**src/rtl/scsi_par_pkg.sv**
```systemverilog
package scsi_par_pkg;
    localparam int DEF_DW = 8;

    typedef struct packed {
        logic take;
        logic bad;
    } chk_res_t;

    function automatic logic odd_good(input logic [DEF_DW-1:0] d, input logic p);
        return ^{d, p};
    endfunction
endpackage

```
**src/rtl/par_checker.sv**
```systemverilog
module par_checker #(
    parameter int W = 8
) (
    input  logic [W-1:0] dat,
    input  logic         par,
    input  logic         stb,
    output scsi_par_pkg::chk_res_t res,
    output logic         gen_par
);
    logic [W:0] chain;

    assign chain[0] = 1'b0;
    for (genvar i = 0; i < W; i++) begin : g_xor
        assign chain[i+1] = chain[i] ^ dat[i];
    end

    assign gen_par  = ~chain[W];
    assign res.take = stb;
    assign res.bad  = stb & ~(chain[W] ^ par);

    always_comb begin
        if (stb && (W == scsi_par_pkg::DEF_DW))
            AST_GEN_MATCH: assert (res.bad == (gen_par != par));
    end
endmodule

```
**src/rtl/atn_ctrl.sv**
```systemverilog
module atn_ctrl (
    input  logic clk,
    input  logic rst,
    input  logic rx_bad,
    input  logic initiator,
    input  logic chk_en,
    input  logic auto_atn_en,
    input  logic man_atn,
    input  logic sel_req,
    input  logic sel_timeout,
    input  logic phase_chg,
    output logic sel_out,
    output logic atn_out
);
    logic to_q;
    logic auto_q;
    logic auto_hit;
    logic man_term;
    logic auto_term;

    assign auto_hit  = rx_bad & initiator & chk_en & auto_atn_en;
    assign sel_out   = sel_req & ~sel_timeout & ~to_q;
    assign man_term  = man_atn & (~sel_req | sel_out);
    assign auto_term = initiator & (auto_q | auto_hit);
    assign atn_out   = man_term | auto_term;

    always_ff @(posedge clk) begin
        if (rst) begin
            to_q   <= 1'b0;
            auto_q <= 1'b0;
        end else begin
            if (!sel_req)
                to_q <= 1'b0;
            else if (sel_timeout)
                to_q <= 1'b1;
            if (auto_hit)
                auto_q <= 1'b1;
            else if (phase_chg)
                auto_q <= 1'b0;
        end
    end

    AST_AUTO_SAME_CYCLE: assert property (@(posedge clk) disable iff (rst)
        (rx_bad && initiator && chk_en && auto_atn_en) |-> atn_out);
    AST_NO_AUTO_TARGET: assert property (@(posedge clk) disable iff (rst)
        (!initiator && !man_atn) |-> !atn_out);
    AST_AUTO_HOLD: assert property (@(posedge clk) disable iff (rst)
        (auto_q && !phase_chg) |=> auto_q);
    AST_TIMEOUT_DROP: assert property (@(posedge clk) disable iff (rst)
        (sel_timeout && sel_req && !auto_term) |-> (!sel_out && !atn_out));
endmodule

```
**src/rtl/perr_status.sv**
```systemverilog
module perr_status (
    input  logic clk,
    input  logic rst,
    input  scsi_par_pkg::chk_res_t rx_res,
    input  scsi_par_pkg::chk_res_t fifo_res,
    input  logic chk_en,
    input  logic clr_stb,
    input  logic irq_mask_en,
    output logic perr_stat,
    output logic irq
);
    logic err_now;

    assign err_now = chk_en & (rx_res.bad | fifo_res.bad);
    assign irq     = perr_stat & irq_mask_en;

    always_ff @(posedge clk) begin
        if (rst)
            perr_stat <= 1'b0;
        else if (err_now)
            perr_stat <= 1'b1;
        else if (clr_stb)
            perr_stat <= 1'b0;
    end

    AST_STICKY: assert property (@(posedge clk) disable iff (rst)
        (perr_stat && !clr_stb) |=> perr_stat);
    AST_NO_REPORT_OFF: assert property (@(posedge clk) disable iff (rst)
        (!chk_en && !perr_stat) |=> !perr_stat);
    AST_IRQ_MASK: assert property (@(posedge clk) disable iff (rst)
        $rose(irq) |-> irq_mask_en);
endmodule

```
**src/rtl/rx_parity_attn.sv**
```systemverilog
module rx_parity_attn #(
    parameter int DW = scsi_par_pkg::DEF_DW
) (
    input  logic          clk,
    input  logic          rst,
    input  logic [DW-1:0] rx_dat,
    input  logic          rx_par,
    input  logic          byte_stb,
    input  logic          ack_in,
    input  logic          initiator,
    input  logic          chk_en,
    input  logic          auto_atn_en,
    input  logic          man_atn,
    input  logic          sel_req,
    input  logic          sel_timeout,
    input  logic          phase_chg,
    input  logic          clr_stb,
    input  logic          irq_mask_en,
    input  logic [DW-1:0] fifo_dat,
    input  logic          fifo_par,
    input  logic          fifo_stb,
    output logic          host_par,
    output logic          sel_out,
    output logic          atn_out,
    output logic          perr_stat,
    output logic          irq
);
    import scsi_par_pkg::*;

    chk_res_t rx_res;
    chk_res_t fifo_res;
    logic     rx_gen_unused;

    par_checker #(.W(DW)) u_rx_chk (
        .dat(rx_dat), .par(rx_par), .stb(byte_stb & ack_in),
        .res(rx_res), .gen_par(rx_gen_unused)
    );

    par_checker #(.W(DW)) u_fifo_chk (
        .dat(fifo_dat), .par(fifo_par), .stb(fifo_stb),
        .res(fifo_res), .gen_par(host_par)
    );

    atn_ctrl u_atn (
        .clk(clk), .rst(rst), .rx_bad(rx_res.bad), .initiator(initiator),
        .chk_en(chk_en), .auto_atn_en(auto_atn_en), .man_atn(man_atn),
        .sel_req(sel_req), .sel_timeout(sel_timeout), .phase_chg(phase_chg),
        .sel_out(sel_out), .atn_out(atn_out)
    );

    perr_status u_stat (
        .clk(clk), .rst(rst), .rx_res(rx_res), .fifo_res(fifo_res),
        .chk_en(chk_en), .clr_stb(clr_stb), .irq_mask_en(irq_mask_en),
        .perr_stat(perr_stat), .irq(irq)
    );

    AST_RX_SETS_STAT: assert property (@(posedge clk) disable iff (rst)
        (chk_en && byte_stb && ack_in && !(^{rx_dat, rx_par})) |=> perr_stat);
    AST_FIFO_SETS_STAT: assert property (@(posedge clk) disable iff (rst)
        (chk_en && fifo_stb && !(^{fifo_dat, fifo_par})) |=> perr_stat);
    AST_RESET_QUIET: assert property (@(posedge clk)
        $past(rst) |-> (!perr_stat && !irq));
endmodule

```
**config.mk**
```make
export PLATFORM = sky130hd
export DESIGN_NAME = rx_parity_attn
export DESIGN_NICKNAME = d
export VERILOG_FILES = /design/src/rtl/scsi_par_pkg.sv /design/src/rtl/par_checker.sv /design/src/rtl/atn_ctrl.sv /design/src/rtl/perr_status.sv /design/src/rtl/rx_parity_attn.sv
export SDC_FILE = /design/constraint.sdc
export NUM_CORES = 1
export LEC_CHECK = 0
export BUFFER_PORTS_ARGS = -buffer_cell sky130_fd_sc_hd__buf_2
export CORE_AREA = 8 8 45 47
export DETAILED_ROUTE_END_ITERATION = 16
export DIE_AREA = 0 0 53 55
export PLACE_DENSITY_LB_ADDON = 0.1
export SLEW_MARGIN = 15
export SYNTH_ARGS = -nofsm -noshare
export SYNTH_HDL_FRONTEND = slang
export SYNTH_HIERARCHICAL = 1
export SYNTH_SLANG_ARGS = --single-unit
export TNS_END_PERCENT = 20
```
**constraint.sdc**
```tcl
create_clock -name clk -period 1.17 [get_ports clk]
set_input_delay 0 -clock clk [delete_from_list [all_inputs] [get_ports clk]]
set_output_delay 0 -clock clk [all_outputs]
set_load 0.05 [all_outputs]
```
==> run metrics <==
H-tree levels=1; Sinks on Clock Net=3; wire length per cell=11.89 um; Leak=0.0003181 uW; final hold violation count=0; crit path max fanout=2; FF-to-FF path depth=2; setup ws final=-208.9 ps; initial antenna violation count=0; 1st-pass router iterations=3; Die Span Y=55 um; fin crit period=1379 ps; fmax=725.2 MHz; final setup vio count=1; critical-path cell list=buf_6 > xnor2_2 > xnor2_1 > xnor2_1 > mux2i_1 > and4_1 > a221o_1 > buf_6; final wirelength=1.106 mm; CP arrival=1380 ps; worst-margin pin slew=243.6 ps; HP Start=clr_stb; R2R Path Start=u_atn/auto_q; CTS tree=yes; worst-case vdd ir drop=606.1 uV; delay-heaviest family, CP=XOR/XNOR gates; Post-Syn Nets=67; first-pass GRT wire length=1.635 mm; pin count of the biggest net entering global routing=4; syn avg cell area=8.651 sq um; Crit path buffers/inverters=2; Setup crit start kind=input port; CTS Root Buffer Type=clkbuf_4; hold depth=3; worst skew pair latency=230 ps; share of layout cells above drive strength 1=61.04%; via/cell ratio=4.301; Ant. Diodes=0; WP data required=1170 ps; Core Area=0.001384 sq mm; Syn Inst Count=35; Layout Area Growth over Synthesis=113.2%; Final Cycle Share=117.9%; layout net count=110; R2R Path End=u_atn/auto_q; synthesized cell area=302.8 sq um; final setup TNS=-208.9 ps; final core utilization=46.65%; most common cell after layout, fill and taps aside=buf_2; Clock Tree Buf Depth=2; r2r setup slk=460 ps; Worst Skew=0 ps; CTS buffer count=3; die area=0.002915 sq mm; DRT iter0 DRCs=4; relative slew slack=83.64%; max-cap violations=0; FP Rows=14; RSZ-0062 raised after global routing=true; vias in the first global route=409; Crit. End Element=primary output; max-slew violations=0; failing checks=negative setup slack; slowest CP cell=mux2i_1; placed insts=87; status=finished, violations left; Hold Path Sink=u_stat/perr_stat; GPL Wtd Cong=0.6765; die width=53 um; IO Pins=37; HP Class=in -> reg; Initial Utilization=21.88%; Clock transition at path regs=40 ps; commonest cells after routing, fill and taps aside=27 x buf_2, 9 x buf_6, 9 x xnor2_1; pwr dens=1014 mW/mm^2; crit path kind=in -> out; final non-filler cell total=93; antenna-violating nets left=0; vias=400; crit-path max cell delay=240 ps; Yosys Warn Count=6; input/output buffers=36; Congestion Overflow GR=0; Global Route Usage Sum=7.772%; DRC Markers=0
## through the flow
step / setup slack, ps / total power (uW) / instance area [sq um] / hold WS (ps)
after global placement: -235.4 / 435.8 / 515.5 / 201.3
final: -208.9 / 654.7 / 645.6 / 26.18
after detailed placement: -274.9 / 436.8 / 515.5 / 196.7
after floorplan: -212.4 / 343.7 / 315.3 / 69.07
after global routing: -289.4 / 706.4 / 645.6 / 59.06
after CTS: -162.7 / 657.0 / 633.1 / 25.34
## cell type report
type                            instances  area (sq um)
Timing Repair Buffer                   38         254.0
Clock buffer                            4         26.28
Tap cell                               16         20.02
Fill cell                             137         738.2
Sequential cell                         3         60.06
Multi-Input combinational cell         32         285.3
## timing repair
item / in CTS / in global routing
setup buffers: 1 / 0
hold buffers: 1 / 0
endpoints found under the hold margin: 2 / 0
pin swaps: 7 / 6
endpoints found under the setup margin: 1 / 2
gates resized for setup: 12 / 2
## worst max-delay path by stage
stage                 from               end  slack (ps)  cells after the start
2_1_floorplan  fifo_dat[3]  u_stat/perr_stat        -210                      6
4_1_cts          rx_dat[6]           atn_out        -160                      8
3_5_place_dp     rx_dat[1]           atn_out        -270                      8
6_report         rx_dat[7]           atn_out        -210                      8
5_1_grt          rx_dat[7]           atn_out        -290                      8
3_3_place_gp     rx_dat[5]           atn_out        -240                      8
## sequential cells by signal (all words and copies together), names as in the netlist
register,flops
u_atn/auto_q,1
u_stat/perr_stat,1
u_atn/to_q,1
## routing by layer
| layer | up-vias | wire length [um] | track usage (%) |
|---|---|---|---|
| li1 | 201 | - | - |
| met1 | 178 | 345 | 7.176 |
| met2 | 19 | 622 | 12.70 |
| met3 | 2 | 129 | 4.011 |
| met4 | 0 | 8 | 6.466 |
| met5 | - | 0 | 0 |
## worst register-to-register path: stages (launching register included)
cell	delay (ps)
dfxtp_1	300
nor2b_1	130
o21ba_2	180
## power breakdown
part / internal [uW] / leakage, uW / switching (uW) / total [uW]
logic: 173 / 0.000279 / 189 / 363
clock network: 128 / 0.0000150 / 51.9 / 180
registers: 109 / 0.0000245 / 3.43 / 112
total: 410 / 0.000318 / 245 / 655
Power figures use the tool's default switching activity.
